### src/rtl/nwm_pkg.sv
package nwm_pkg;
  // number of narrow lanes packed into one wide row
  function automatic int lanes_of(input int phys_w, input int log_w);
    return phys_w / log_w;
  endfunction

  // index width for a count, never below one bit
  function automatic int index_bits(input int n);
    return (n > 1) ? $clog2(n) : 1;
  endfunction
endpackage

### src/rtl/nwm_write_map.sv
module nwm_write_map #(
  parameter int LOG_W     = 2,
  parameter int LANES     = 4,
  parameter int LANE_BITS = 2,
  parameter int ADDR_W    = 8,
  localparam int ROW_W    = ADDR_W - LANE_BITS,
  localparam int PW       = LOG_W * LANES
) (
  input  logic              wr_en,
  input  logic [ADDR_W-1:0] addr,
  input  logic [LOG_W-1:0]  data,
  output logic [ROW_W-1:0]  row,
  output logic [PW-1:0]     wide,
  output logic [LANES-1:0]  mask
);
  function automatic logic [PW-1:0] place_word(input logic [LOG_W-1:0] d,
                                               input logic [LANE_BITS-1:0] lane);
    logic [PW-1:0] r;
    r = '0;
    r[LOG_W-1:0] = d;
    return r << (int'(lane) * LOG_W);
  endfunction

  function automatic logic [LANES-1:0] lane_mask(input logic [LANE_BITS-1:0] lane);
    logic [LANES-1:0] m;
    m = '0;
    m[lane] = 1'b1;
    return m;
  endfunction

  logic [LANE_BITS-1:0] lane;

  always_comb begin
    lane = addr[LANE_BITS-1:0];
    row  = addr[ADDR_W-1:LANE_BITS];
    wide = place_word(data, lane);
    mask = wr_en ? lane_mask(lane) : '0;
  end
endmodule

### src/rtl/nwm_wide_array.sv
module nwm_wide_array #(
  parameter int GRAN     = 2,
  parameter int LANES    = 4,
  parameter int ROW_W    = 6,
  localparam int ROWS    = 1 << ROW_W,
  localparam int PW      = GRAN * LANES
) (
  input  logic             clk,
  input  logic             rst_n,
  input  logic             we,
  input  logic [ROW_W-1:0] wrow,
  input  logic [PW-1:0]    wdata,
  input  logic [LANES-1:0] wmask,
  input  logic             re,
  input  logic [ROW_W-1:0] rrow,
  output logic [PW-1:0]    rdata
);
  for (genvar g = 0; g < LANES; g++) begin : g_lane
    logic [GRAN-1:0] store [ROWS];
    logic [GRAN-1:0] q;

    always_ff @(posedge clk) begin
      if (we && wmask[g]) store[wrow] <= wdata[g*GRAN +: GRAN];
    end

    // read-first: the fetch sees contents before a same-edge write
    always_ff @(posedge clk or negedge rst_n) begin
      if (!rst_n)  q <= '0;
      else if (re) q <= store[rrow];
    end

    assign rdata[g*GRAN +: GRAN] = q;
  end
endmodule

### src/rtl/nwm_read_select.sv
module nwm_read_select #(
  parameter int LOG_W     = 2,
  parameter int LANES     = 4,
  parameter int LANE_BITS = 2,
  localparam int PW       = LOG_W * LANES
) (
  input  logic                 clk,
  input  logic                 rst_n,
  input  logic                 re,
  input  logic [LANE_BITS-1:0] lane_in,
  input  logic [PW-1:0]        row_data,
  output logic [LANE_BITS-1:0] lane_q,
  output logic [LOG_W-1:0]     word
);
  function automatic logic [LOG_W-1:0] slice_of(input logic [PW-1:0] r,
                                                input logic [LANE_BITS-1:0] lane);
    logic [PW-1:0] t;
    t = r >> (int'(lane) * LOG_W);
    return t[LOG_W-1:0];
  endfunction

  // lane index follows the row fetch by the same one cycle
  always_ff @(posedge clk or negedge rst_n) begin
    if (!rst_n)  lane_q <= '0;
    else if (re) lane_q <= lane_in;
  end

  always_comb word = slice_of(row_data, lane_q);
endmodule

### src/rtl/narrow_wide_mem.sv
module narrow_wide_mem #(
  parameter int LOG_W     = 2,
  parameter int LOG_DEPTH = 256,
  parameter int PHYS_W    = 8,
  localparam int LANES     = nwm_pkg::lanes_of(PHYS_W, LOG_W),
  localparam int LANE_BITS = nwm_pkg::index_bits(LANES),
  localparam int ADDR_W    = nwm_pkg::index_bits(LOG_DEPTH),
  localparam int ROW_W     = ADDR_W - LANE_BITS
) (
  input  logic              clk,
  input  logic              rst_n,
  input  logic              wr_en,
  input  logic [ADDR_W-1:0] wr_addr,
  input  logic [LOG_W-1:0]  wr_data,
  input  logic              rd_en,
  input  logic [ADDR_W-1:0] rd_addr,
  output logic [LOG_W-1:0]  rd_data
);
  logic [ROW_W-1:0]        wr_row;
  logic [PHYS_W-1:0]       wr_wide;
  logic [LANES-1:0]        wr_mask;
  logic [ROW_W-1:0]        rd_row;
  logic [PHYS_W-1:0]       rd_wide;
  logic [LANE_BITS-1:0]    rd_lane_q;

  assign rd_row = rd_addr[ADDR_W-1:LANE_BITS];

  nwm_write_map #(
    .LOG_W(LOG_W), .LANES(LANES), .LANE_BITS(LANE_BITS), .ADDR_W(ADDR_W)
  ) u_wmap (
    .wr_en(wr_en), .addr(wr_addr), .data(wr_data),
    .row(wr_row), .wide(wr_wide), .mask(wr_mask)
  );

  nwm_wide_array #(
    .GRAN(LOG_W), .LANES(LANES), .ROW_W(ROW_W)
  ) u_array (
    .clk(clk), .rst_n(rst_n),
    .we(wr_en), .wrow(wr_row), .wdata(wr_wide), .wmask(wr_mask),
    .re(rd_en), .rrow(rd_row), .rdata(rd_wide)
  );

  nwm_read_select #(
    .LOG_W(LOG_W), .LANES(LANES), .LANE_BITS(LANE_BITS)
  ) u_rsel (
    .clk(clk), .rst_n(rst_n), .re(rd_en),
    .lane_in(rd_addr[LANE_BITS-1:0]), .row_data(rd_wide),
    .lane_q(rd_lane_q), .word(rd_data)
  );
endmodule

### config.mk
export PLATFORM = sky130hd
export DESIGN_NAME = narrow_wide_mem
export DESIGN_NICKNAME = d
export VERILOG_FILES = /design/src/rtl/nwm_pkg.sv /design/src/rtl/nwm_write_map.sv /design/src/rtl/nwm_wide_array.sv /design/src/rtl/nwm_read_select.sv /design/src/rtl/narrow_wide_mem.sv
export SDC_FILE = /design/constraint.sdc
export NUM_CORES = 1
export LEC_CHECK = 0
export BUFFER_PORTS_ARGS = -buffer_cell sky130_fd_sc_hd__buf_4
export CORE_MARGIN = 2
export CORE_UTILIZATION = 68
export DETAILED_ROUTE_END_ITERATION = 12
export PLACE_DENSITY = 0.81
export SYNTH_ARGS = -nofsm -noshare
export SYNTH_HDL_FRONTEND = slang
export SYNTH_HIERARCHICAL = 1
export SYNTH_SLANG_ARGS = --single-unit
### constraint.sdc
create_clock -name clk -period 2.7 [get_ports clk]
set_clock_uncertainty 0.05 [all_clocks]
set_input_delay 0.27 -clock clk [delete_from_list [all_inputs] [get_ports clk]]
set_output_delay 0.27 -clock clk [all_outputs]
set_load 0.1 [all_outputs]
==> metrics.yaml <==
pwr:
  p_per_area_nw_per_um2: 698
  swShare: 0.201
  leakagePower_nw: 6.52
  netSwitchingPower_mw: 3.38
  p_comb_frac: 0.048
  peakVddDrop_mv: 0.564
  seqPwrFrac: 0.530
  clkPwrFrac: 0.421
  p_int_mw: 13.4
floorplanning:
  core-area_um2: 31400
  io-pin-count: 24
  die_area_um2: 33200
  rows: 65
  start_util: 0.688
  die_h_um: 182
  fp.dieW_um: 182
worst_setup_path:
  r2r-end: "u_array/g_lane[3].q[1]$_DFFE_PN0P_"
  crit_type: "reg2reg"
  ff2ff_setup_slack_ns: 0.50
  rr_startpoint: "u_array/g_lane[3].store[37][1]$_DFFE_PP_"
  critPathBufInv: 0
  worst_setup_path_start_kind: "flip-flop"
  crit_fanout: 1
  required_ns: 3.05
  crit_chain: "mux4_2 > mux2i_1 > o22ai_1 > a221oi_1 > o221ai_1"
  cp_slowest_cell: "a221oi_1"
  endpoint_kind: "flip-flop"
  cpLargestDelayFamily: "compound AO/OA/AOI/OAI gates"
  rr_worst_depth: 5
  critPathArrivalTime_ns: 2.55
  cpPeakStageDelay_ns: 0.59
logic_synthesis:
  yosys_warnings: 6
  syn_area_um2: 21600
  muxShareOfSynthArea: 0.164
  syn_nets: 1266
  avgSynthCellArea_um2: 17.4
  yosysSeqAreaShare: 0.724
  synth-simple-area-share: 0.0728
  synth_seq_cells: 522
  synth_xor_area_frac: 0
  synth-compound-area-share: 0.0176
  synth_fa_ha_area_frac: 0
  synth_top_family_by_area: "multiplexers"
  ys_types: 30
  synth_cells: 1244
sta:
  relSlewSlack: 0.405
  final.period_utilization: 0.813
  worst_pin_slew_ns: 0.890
  setup_viol_count_final: 0
  tns_ns: 0
  fmax_mhz: 456
  final_hold_viol_count: 0
  whs_ns: 0.0359
  slew_violations: 0
  rsz0062_at_grt: "no"
  period_needed_ns: 2.20
detailed_routing:
  routed_wl_mm: 48.5
  wl_per_cell_um: 28.1
  drc: 0
  drtPass1Iterations: 5
  drt-vias-per-instance: 6.83
  detail-route-antenna-nets: 0
  via_count: 11800
  drtIter0Drc: 1730
clock_network:
  cts_buffers: 51
  cts_tree: "yes"
  max-clock-path-buffers: 3
  cts-root-buf: "clkbuf_16"
  clock_latency_ns: 0.56
  cts-resized-gates: 0
  cts_sinks: 522
  htree_levels: 2
  cts.clk_slew.worst_paths_ns: 0.06
placement:
  hpwl_mm: 31.0
  portBuffers: 23
  gp_congestion: 0.878
  postPlaceCellArea_um2: 22400
hold_path:
  hp-class: "in2async"
global_routing:
  first_global_vias: 12000
  antenna_found_initial: 0
  overflow: 0
  grt_max_degree: 65
  grt_first_pass_wirelength_mm: 72.8
  grt_usage: 0.301
final_layout:
  n_fill_cell: 1648
  diodes: 0
  drive_gt1_frac: 0.233
  syn2layout_area_growth_pct: 11.5
  finish.instance_area_um2: 24100
  ff_latch_area_um2: 15600
  multi_input_area_um2: 5520
  nNetsFinal: 1303
run:
  drv_cap: 0
status:
  status: "finished clean"
Yosys cell counts, drive strengths merged:
cell type  number  area [µm²]
nor3            2        10.0
nand2          71         267
clkbuf         49         184
inv             8        30.0
mux4          122        2760
mux2           34         383
dfrtp          10         250
nor2b           2        12.5
o221ai         16         140
buf            42         264
edfxtp        512       15400
nor2          267        1000
and2            2        12.5
mux2i          40         400
nand2b          3        18.8
a22oi          16         120
and3            5        35.0
nand3           8        40.0
a221oi          8        70.1
and3b          10        92.6
o22ai           8        50.1
nor3b           9        82.6
power by group through the flow:
stage,sequential [mW],combinational [mW],clock [mW]
final,8.91,0.813,7.08
after global routing,8.90,0.853,7.45
after CTS,8.90,0.806,7.14
after detailed placement,9.08,0.795,0
after global placement,9.07,0.777,0
after floorplan,9.07,0.524,0
area by class of cell:
cell class | count | share of cell area
sequential | 522 | 0.649
multi-input combinational | 623 | 0.229
clock buffer | 75 | 0.0598
timing repair buffer | 75 | 0.0303
tap | 402 | 0.0209
clock inverter | 17 | 0.00951
inverter | 8 | 0.00125
cells by family (layout without fill, tap and decap cells):
kind of cell | after synthesis | count (layout)
compound gates | 48 | 48
flops | 522 | 522
buf+inv | 99 | 175
mux | 196 | 196
simple gates | 379 | 379
sequential cells by signal, summed over array words and instances (netlist names):
signal                count
u_array/g_lane.store    512
u_rsel/lane_q             2
u_array/g_lane.q          8
layer usage:
metal  track usage  part of all wire  vias to the layer above
li1              -                 -                     4911
met1         0.432              0.38                     6008
met2         0.485              0.49                      733
met3        0.0443              0.10                      112
met4         0.109             0.035                        0
met5             0                 0                        -
worst reg2reg max path, delay by kind of cell (launching register included):
| family | cells | cell delay [ns] |
|---|---|---|
| DFF | 1 | 0.38 |
| muxes | 2 | 0.66 |
| AOI/OAI and AO/OA | 3 | 0.94 |
cell usage in the layout, fill, tap and decap left out, types with 3 or more instances in the layout:
cell type,count
and3_2,3
inv_1,8
and3b_1,4
dfrtp_1,10
edfxtp_1,512
clkbuf_16,53
clkinv_1,5
clkinv_2,6
a22oi_1,16
dlygate4sd3_1,3
clkbuf_1,19
mux2_2,32
mux2i_1,40
clkbuf_8,3
mux4_2,120
a221oi_1,8
o22ai_1,8
nor2_1,267
and3b_2,6
buf_4,58
nand2_1,67
nand2b_1,3
o221ai_1,16
buf_12,12
nand3_1,8
nand2_2,4
nor3b_1,6
bufinv_16,6
stage by stage:
step	total power, mW	setup WS [ns]	std cells	utilization
after floorplan	9.59	0.334	1244	-
after global placement	9.85	0.158	1627	0.713
after detailed placement	9.87	0.00915	1627	0.713
after CTS	16.8	0.574	1722	0.767
after global routing	17.2	0.511	1722	0.767
final	16.8	0.505	1722	0.767
timing repair:
item	4_1_cts	5_1_grt
buffers inserted	0	0
hold buffers	3	0
endpoints found under the setup margin	0	0
hold endpoints to repair	12	0
how the worst max path moves through the flow:
| stage | startpoint | to | depth (start not counted) |
|---|---|---|---|
| after floorplan | wr_addr[0] | u_array/g_lane[0].store[0][0]$_DFFE_PP_ | 2 |
| after global placement | rd_addr[4] | u_array/g_lane[3].q[1]$_DFFE_PN0P_ | 8 |
| after detailed placement | rd_addr[4] | u_array/g_lane[3].q[1]$_DFFE_PN0P_ | 7 |
| after CTS | u_array/g_lane[3].store[37][1]$_DFFE_PP_ | u_array/g_lane[3].q[1]$_DFFE_PN0P_ | 5 |
| after global routing | u_array/g_lane[3].store[49][1]$_DFFE_PP_ | u_array/g_lane[3].q[1]$_DFFE_PN0P_ | 5 |
| final | u_array/g_lane[3].store[37][1]$_DFFE_PP_ | u_array/g_lane[3].q[1]$_DFFE_PN0P_ | 5 |
Power figures use the tool's default switching activity.
